File: src/rtl/pw_pkg.sv
package pw_pkg;

    typedef enum logic [2:0] {
        ST_IDLE = 3'd0,
        ST_L1   = 3'd1,
        ST_L2   = 3'd2,
        ST_L3   = 3'd3,
        ST_DONE = 3'd4
    } walk_state_e;

    // entries are 32-bit words, so an index becomes a byte offset by this shift
    localparam int ENT_SHIFT = 2;

endpackage

File: src/rtl/pw_index_gen.sv
module pw_index_gen
    import pw_pkg::*;
#(
    parameter int ADDR_W = 32,
    parameter int L1_LSB = 18,
    parameter int L2_LSB = 8,
    parameter int L3_LSB = 2
) (
    input  walk_state_e         state,
    input  logic [ADDR_W-1:0]   walk_addr,
    input  logic [ADDR_W-1:0]   tbl_ptr,
    output logic [ADDR_W-1:0]   entry_addr
);
    localparam int L1_W = ADDR_W - L1_LSB;
    localparam int L2_W = L1_LSB - L2_LSB;
    localparam int L3_W = L2_LSB - L3_LSB;

    logic [L1_W-1:0]   idx1;
    logic [L2_W-1:0]   idx2;
    logic [L3_W-1:0]   idx3;
    logic [ADDR_W-1:0] offset;

    always_comb begin
        idx1 = walk_addr[ADDR_W-1:L1_LSB];
        idx2 = walk_addr[L1_LSB-1:L2_LSB];
        idx3 = walk_addr[L2_LSB-1:L3_LSB];
        unique case (state)
            ST_L1:   offset = ADDR_W'(idx1) << ENT_SHIFT;
            ST_L2:   offset = ADDR_W'(idx2) << ENT_SHIFT;
            ST_L3:   offset = ADDR_W'(idx3) << ENT_SHIFT;
            default: offset = '0;
        endcase
        entry_addr = tbl_ptr + offset;
    end

endmodule

File: src/rtl/pw_entry_decode.sv
module pw_entry_decode #(
    parameter int ADDR_W = 32
) (
    input  logic [ADDR_W-1:0] entry,
    output logic              is_link,
    output logic [1:0]        perm,
    output logic [ADDR_W-1:0] next_ptr
);
    always_comb begin
        is_link  = entry[0];
        perm     = entry[2:1];
        next_ptr = {entry[ADDR_W-1:2], 2'b00};
    end

endmodule

File: src/rtl/pw_fsm.sv
module pw_fsm
    import pw_pkg::*;
(
    input  logic        clk,
    input  logic        rst_n,
    input  logic        req_valid,
    input  logic        mem_resp_valid,
    input  logic        entry_is_link,
    output walk_state_e state,
    output logic        req_ready,
    output logic        accept,
    output logic        mem_req,
    output logic        resp_take
);
    walk_state_e state_nxt;
    logic        waiting;
    logic        in_level;

    // state register
    always_ff @(posedge clk) begin
        if (!rst_n) state <= ST_IDLE;
        else        state <= state_nxt;
    end

    // one outstanding read at a time
    always_ff @(posedge clk) begin
        if (!rst_n)         waiting <= 1'b0;
        else if (resp_take) waiting <= 1'b0;
        else if (mem_req)   waiting <= 1'b1;
    end

    // next state
    always_comb begin
        state_nxt = state;
        unique case (state)
            ST_IDLE: if (accept)    state_nxt = ST_L1;
            ST_L1:   if (resp_take) state_nxt = entry_is_link ? ST_L2 : ST_DONE;
            ST_L2:   if (resp_take) state_nxt = entry_is_link ? ST_L3 : ST_DONE;
            ST_L3:   if (resp_take) state_nxt = ST_DONE;
            ST_DONE: state_nxt = ST_IDLE;
            default: state_nxt = ST_IDLE;
        endcase
    end

    // outputs
    always_comb begin
        unique case (state)
            ST_L1, ST_L2, ST_L3: in_level = 1'b1;
            default:             in_level = 1'b0;
        endcase
        req_ready = (state == ST_IDLE);
        accept    = req_ready && req_valid;
        mem_req   = in_level && !waiting;
        resp_take = in_level && waiting && mem_resp_valid;
    end

endmodule

File: src/rtl/perm_walker.sv
module perm_walker
    import pw_pkg::*;
#(
    parameter int ADDR_W = 32,
    parameter int DOM_W  = 8,
    parameter int L1_LSB = 18,
    parameter int L2_LSB = 8,
    parameter int L3_LSB = 2
) (
    input  logic              clk,
    input  logic              rst_n,
    input  logic              req_valid,
    output logic              req_ready,
    input  logic [ADDR_W-1:0] req_addr,
    input  logic [DOM_W-1:0]  req_domain,
    input  logic [ADDR_W-1:0] tbl_base,
    output logic              mem_req,
    output logic [ADDR_W-1:0] mem_addr,
    input  logic              mem_resp_valid,
    input  logic [ADDR_W-1:0] mem_resp_data,
    output logic              done,
    output logic [1:0]        done_perm,
    output logic [1:0]        done_level,
    output logic [DOM_W-1:0]  done_domain
);
    walk_state_e       state;
    logic              accept;
    logic              resp_take;
    logic              ent_is_link;
    logic [1:0]        ent_perm;
    logic [ADDR_W-1:0] ent_next;
    logic [ADDR_W-1:0] walk_addr;
    logic [ADDR_W-1:0] walk_ptr;
    logic [DOM_W-1:0]  walk_dom;
    logic [1:0]        res_perm;
    logic [1:0]        res_level;
    logic [1:0]        lvl_code;
    logic              descend;

    pw_fsm u_fsm (
        .clk            (clk),
        .rst_n          (rst_n),
        .req_valid      (req_valid),
        .mem_resp_valid (mem_resp_valid),
        .entry_is_link  (ent_is_link),
        .state          (state),
        .req_ready      (req_ready),
        .accept         (accept),
        .mem_req        (mem_req),
        .resp_take      (resp_take)
    );

    pw_index_gen #(
        .ADDR_W (ADDR_W),
        .L1_LSB (L1_LSB),
        .L2_LSB (L2_LSB),
        .L3_LSB (L3_LSB)
    ) u_idx (
        .state      (state),
        .walk_addr  (walk_addr),
        .tbl_ptr    (walk_ptr),
        .entry_addr (mem_addr)
    );

    pw_entry_decode #(
        .ADDR_W (ADDR_W)
    ) u_dec (
        .entry    (mem_resp_data),
        .is_link  (ent_is_link),
        .perm     (ent_perm),
        .next_ptr (ent_next)
    );

    always_comb begin
        unique case (state)
            ST_L1:   lvl_code = 2'd1;
            ST_L2:   lvl_code = 2'd2;
            ST_L3:   lvl_code = 2'd3;
            default: lvl_code = 2'd0;
        endcase
        descend = ent_is_link && (state != ST_L3);
    end

    // walk context and result registers
    always_ff @(posedge clk) begin
        if (!rst_n) begin
            walk_addr <= '0;
            walk_ptr  <= '0;
            walk_dom  <= '0;
            res_perm  <= '0;
            res_level <= '0;
        end else begin
            if (accept) begin
                walk_addr <= req_addr;
                walk_dom  <= req_domain;
                walk_ptr  <= tbl_base;
            end
            if (resp_take) begin
                if (descend) begin
                    walk_ptr <= ent_next;
                end else begin
                    res_perm  <= ent_perm;
                    res_level <= lvl_code;
                end
            end
        end
    end

    always_comb begin
        done        = (state == ST_DONE);
        done_perm   = res_perm;
        done_level  = res_level;
        done_domain = walk_dom;
    end

endmodule

File: config.mk
export PLATFORM = sky130hd
export DESIGN_NAME = perm_walker
export DESIGN_NICKNAME = d
export VERILOG_FILES = /design/src/rtl/pw_pkg.sv /design/src/rtl/pw_index_gen.sv /design/src/rtl/pw_entry_decode.sv /design/src/rtl/pw_fsm.sv /design/src/rtl/perm_walker.sv
export SDC_FILE = /design/constraint.sdc
export NUM_CORES = 1
export LEC_CHECK = 0
export ABC_AREA = 1
export BUFFER_PORTS_ARGS = -buffer_cell sky130_fd_sc_hd__buf_4
export CORE_MARGIN = 2
export CORE_UTILIZATION = 40
export DETAILED_ROUTE_END_ITERATION = 6
export SLEW_MARGIN = 20
export SYNTH_ARGS = -nofsm -noshare
export SYNTH_HDL_FRONTEND = slang
export SYNTH_HIERARCHICAL = 1
export SYNTH_SLANG_ARGS = --single-unit
File: constraint.sdc
create_clock -name clk -period 9.05 [get_ports clk]
set_input_delay 2.2625 -clock clk [delete_from_list [all_inputs] [get_ports clk]]
set_output_delay 2.2625 -clock clk [all_outputs]
set_load 0.01 [all_outputs]
==> results of run 1 <==
## power by group
part | internal (W) | switching [W]
clock network | 0.000241 | 0.000145
logic | 0.000292 | 0.000426
registers | 0.000438 | 0.0000850
## worst max-delay path: stages (launching register included)
cell and delay, ns:
dfxtp_1 0.51, inv_1 0.13, nor3_2 0.55, nand2_1 0.15, nand3_1 0.16, ha_1 0.19
inv_1 0.06, fa_1 0.43, nor2_1 0.15, nor2_2 0.08, o21bai_2 0.21, nand3_1 0.12
nand2_1 0.07, nand2_1 0.04, nand2_1 0.05, buf_4 0.11
## layer usage
layer / global-route usage [%] / wire, um / vias up
met1: 27.9 / 7270 / 2390
met5: 0 / 0 / -
met2: 31.3 / 6610 / 121
met3: 5.21 / 1020 / 14
met4: 5.89 / 187 / 0
li1: - / - / 2942
## layout make-up
| type | instances | area [um2] | share of cell area [%] |
|---|---|---|---|
| inverters | 115 | 437 | 6.34 |
| multi-input cells | 647 | 3200 | 46.4 |
| clock buffers | 10 | 229 | 3.33 |
| well taps | 180 | 225 | 3.27 |
| repair buffers | 153 | 1150 | 16.7 |
| flip-flops and latches | 78 | 1560 | 22.7 |
| clock inverters | 6 | 86.3 | 1.25 |
## worst paths after layout
check	slack, ns	to
setup / recovery	3.42	mem_addr[18]
hold / removal	0.47	done_level[0]$_SDFFE_PN0P_
setup reg to reg	6.58	walk_ptr[16]$_SDFF_PN0_
hold reg to reg	0.47	done_level[0]$_SDFFE_PN0P_
## metrics by stage
stage | hold WS, ns | instances | power [W]
after floorplan | 0.463 | 907 | 0.00105
after global placement | 0.453 | 1173 | 0.00125
after detailed placement | 0.460 | 1173 | 0.00125
after CTS | 0.477 | 1189 | 0.00164
after global routing | 0.505 | 1189 | 0.00176
final | 0.471 | 1189 | 0.00163
## sequential cells by signal (all words and copies together), names as in the netlist
signal,cells
done_domain,8
done_level,2
done_perm,2
u_fsm/state,3
u_fsm/waiting,1
walk_addr,30
walk_ptr,32
==> out/metrics.cfg, run 1 <==
[route]
first_pass_iters=4
vias=5467
via_per_inst=4.60
drc=0
drtAntennaViolNets=0
drt-total-wl_um=15100
routedWlPerCell_um=12.7
drtIter0Drc=270

[yosys]
netlist_instances=906
yosysWarningCount=6
syn_area_um2=5710
synth_area_per_cell_um2=6.30

[clocking]
cts-htree-levels=3
cts_tree=done
postCtsSetupRepairBufs=0
cts-root-buf=clkbuf_16
cts-resized-gates=0
cts_hold_buffers=0
clock-sinks=78
cts_made_buffers=9
cts_buffer_depth=2
clk_pin_slew_ns=0.06
clk_latency_ns=0.33

[floorplan]
core_um2=13900
rows=43
fp.dieH_um=123
start_util_pct=41.1
die_x_um=123
dieArea_um2=15200
io_pins=155

[global_route]
grt_pass1_wl_um=24100
grt_usage_pct=20.3
antenna_found_initial=0
grt_pass1_vias=4954
grt_max_degree=79
grt_remaining_overflow=0

[status]
status=complete, no violations

[hold_path]
worstHoldStart=done_level[0]$_SDFFE_PN0P_
hold_class=flip-flop to flip-flop
min_path_cells=2

[timing]
max_freq_ghz=0.178
post-route-min-period_ns=5.63
min_period_over_period_pct=62.2
rsz0062_at_grt=no
worst_slew_pin_slew_ns=0.856
timing.final.ws_setup_ns=3.42
drv_slew=0
setup_tns_ns=0
final-hold-violation-count=0
setup_viol=0
fin_skew_ns=0.00684
slew_headroom_pct=42.9

[cells_and_area]
drive_above_1_share_pct=26.8
final_util_pct=49.6
fill_cells=1529
fin_nets=1127
diodes=0
layout_commonest_cell=nand2_1
final_cell_mix=242 x nand2_1, 170 x nor2_1, 153 x buf_4
fin_area_um2=6890
area_growth_pct=20.7

[place]
gp_congestion=0.886
placed_area_um2=6570
pre_cts_ws_ns=3.79
dp_hpwl_um=11200
portBuffers=152

[power_and_ir_drop]
power_density_nw_per_um2=236
ir_drop_mv=0.251
p_leak_nw=3.66

[worst_setup_path]
path_class=flip-flop to output port
r2r_start=u_fsm/state[0]$_SDFFE_PN0P_
worstSetupStartpointType=flip-flop
critPathRequiredTime_ns=6.79
r2r_cells=9
critPathCaptureType=output port
cp_max_fo=10
cp.arrival_ns=3.36
crit_start=u_fsm/state[1]$_SDFFE_PN0P_

[flow_run]
cap_viol_max_count=0

(Power assumes the default switching activity.)
==> inputs of run 2 (changes only) <==
--- a/config.mk
+++ b/config.mk
@@ -5,11 +5,12 @@
 export SDC_FILE = /design/constraint.sdc
 export NUM_CORES = 1
 export LEC_CHECK = 0
-export ABC_AREA = 1
+export ABC_AREA = 0
 export BUFFER_PORTS_ARGS = -buffer_cell sky130_fd_sc_hd__buf_4
 export CORE_MARGIN = 2
 export CORE_UTILIZATION = 40
 export DETAILED_ROUTE_END_ITERATION = 6
+export PLACE_DENSITY = 0.67
 export SLEW_MARGIN = 20
 export SYNTH_ARGS = -nofsm -noshare
 export SYNTH_HDL_FRONTEND = slang
==> constraint.sdc (replaced) <==
create_clock -name clk -period 4.85 [get_ports clk]
set_input_delay 1.2125 -clock clk [delete_from_list [all_inputs] [get_ports clk]]
set_output_delay 1.2125 -clock clk [all_outputs]
set_load 0.01 [all_outputs]
==> out/metrics.cfg, run 2 <==
[worst_setup_path]
timing.rr.end=walk_ptr[12]$_SDFF_PN0_
path_cells=buf_4 > mux2_2 > a22oi_1 > nor2_1 > ha_1 > inv_1 > fa_1 > nand2b_1 > a21o_1 > a311oi_4 > o22ai_4 > nor4_2 > xor2_1 > buf_4
rrSetupSlack_ns=2.21  ; -4.37 ns
path_class=flip-flop to output port
cp_slowest_stage_delay_ns=0.40  ; -0.15 ns
cpMostUsedCell=buf_4
cp_max_fo=8  ; -2
r2r_start=u_fsm/state[2]$_SDFFE_PN0P_
critPathSlowestCell=fa_1
worstSetupStartpointType=flip-flop
critPathCaptureType=output port
cp.arrival_ns=3.39  ; +0.03 ns
r2r_cells=8  ; -1
critPathRequiredTime_ns=3.64  ; -3.15 ns

[route]
drt-total-wl_um=13100  ; -13%
drc=0  ; unchanged
via_per_inst=5.24  ; +14%
vias=4153  ; -24%
first_pass_iters=4  ; unchanged
routedWlPerCell_um=16.5  ; +30%
drtAntennaViolNets=0  ; unchanged
drtIter0Drc=179  ; -34%

[clocking]
cts-root-buf=clkbuf_16
cts-htree-levels=3  ; unchanged
cts_tree=done
cts_buffer_depth=2  ; unchanged
cts_made_buffers=9  ; unchanged
clk_pin_slew_ns=0.06  ; about the same
clock-sinks=78  ; unchanged
cts_hold_buffers=0  ; unchanged
clk_latency_ns=0.34  ; about the same

[cells_and_area]
regMostFlops=walk_ptr
drive_above_1_share_pct=31.8  ; +5.0 points
final_cell_mix=164 x buf_4, 77 x dfxtp_1, 74 x mux2i_1
area_growth_pct=28.4
fill_cells=1121  ; -27%
fin_nets=763  ; -32%
largest_reg_flops=32  ; unchanged
multi_input_area_um2=3000  ; -6.3%
diodes=0  ; unchanged
seq_area_um2=1560  ; about the same
layout_commonest_cell=buf_4

[timing]
slew_headroom_pct=49.8  ; +6.9 points
setup_viol=0  ; unchanged
drv_slew=0  ; unchanged
min_period_over_period_pct=95.0
max_freq_ghz=0.217
worst_slew_pin_slew_ns=0.752  ; -0.104 ns
setup_tns_ns=0  ; unchanged
rsz0062_at_grt=no
post-route-min-period_ns=4.61
fin_hold_ws_ns=0.466  ; -0.00499 ns
final-hold-violation-count=0  ; unchanged
fin_skew_ns=0.00607  ; -0.000765 ns

[hold_path]
worstHoldStart=done_perm[1]$_SDFFE_PN0P_
hold_class=flip-flop to flip-flop
hold_end=done_perm[1]$_SDFFE_PN0P_
min_path_cells=2  ; unchanged

[power_and_ir_drop]
power_density_nw_per_um2=286  ; +21%
ir_drop_mv=0.189  ; -25%
p_leak_nw=3.11  ; -15%

[yosys]
netlist_instances=532  ; -41%
syn_area_um2=4920  ; -14%
yosysWarningCount=6  ; unchanged
synth_area_per_cell_um2=9.26  ; +47%

[global_route]
antenna_found_initial=0  ; unchanged
grt_max_degree=82  ; +3.8%
grt_pass1_wl_um=20500  ; -15%
grt_pass1_vias=4133  ; -17%
grt_usage_pct=19.7  ; -0.56 points
grt_remaining_overflow=0  ; unchanged

[floorplan]
dieArea_um2=13200  ; -13%
io_pins=155  ; unchanged
core_um2=12000  ; -13%
fp.dieH_um=115  ; -6.9%
start_util_pct=41.0  ; -0.10 points
die_x_um=115  ; -6.9%
rows=40  ; -7.0%

[flow_run]
cap_viol_max_count=0  ; unchanged

[place]
dp_hpwl_um=9380  ; -16%
gp_congestion=0.911  ; +2.8%
portBuffers=152  ; unchanged

[status]
status=complete, no violations

[run 2: cell type report]
cell class / count / area share [%]
clock inverter: 7 / 1.50
sequential: 78 / 24.7
clock buffer: 9 / 3.56
inverter: 7 / 0.416
multi-input combinational: 380 / 47.4
tap: 147 / 2.91
timing repair buffer: 164 / 19.5
[run 2: power breakdown]
part	internal [W]	switching (W)	total (W)
clock	0.000453	0.000282	0.000735
combinational	0.000197	0.000158	0.000355
sequential	0.000684	0.0000334	0.000718
[run 2: what timing repair did]
item / CTS / global route
setup endpoints to repair: 1 / 12
gates resized for setup: 1 / 13
pin swaps: 0 / 3
buffers inserted: 0 / 1
[run 2: stage by stage]
step | util, % | instance area [um2] | total power (W) | setup WS [ns] | instances
after CTS | 51.9 | 6230 | 0.00183 | 0.00852 | 791
after detailed placement | 49.1 | 5900 | 0.00108 | 0.324 | 775
after global routing | 52.6 | 6320 | 0.00189 | 0.0193 | 792
final | 52.6 | 6320 | 0.00181 | 0.244 | 792
after floorplan | - | 4930 | 0.000945 | 0.273 | 533
after global placement | 49.1 | 5900 | 0.00107 | 0.399 | 775
[run 2: worst max path at each step]
stage,endpoint,startpoint,cells after the start
floorplan,mem_addr[30],u_fsm/state[0]$_SDFFE_PN0P_,14
global placement,mem_addr[31],u_fsm/state[0]$_SDFFE_PN0P_,13
detailed placement,mem_addr[31],u_fsm/state[0]$_SDFFE_PN0P_,13
CTS,mem_addr[31],u_fsm/state[0]$_SDFFE_PN0P_,13
global route,mem_addr[28],u_fsm/state[0]$_SDFFE_PN0P_,14
finish,mem_addr[28],u_fsm/state[0]$_SDFFE_PN0P_,14
[run 2: routing by layer]
metal  wire (um)  share of wire, %  global-route usage (%)
met1        5860                45                    24.6
met2        6210                48                    33.5
met3         799               6.1                    4.32
met4         194               1.5                    7.31
met5           0                 0                       0
[run 2: critical path: cells and delay by family (launching register included)]
family,cells,cell delay [ns]
flops,1,0.33
mux,1,0.25
compound gates,4,0.76
simple gates,3,0.49
xor+xnor,1,0.25
buf+inv,3,0.39
fa+ha+maj,2,0.58
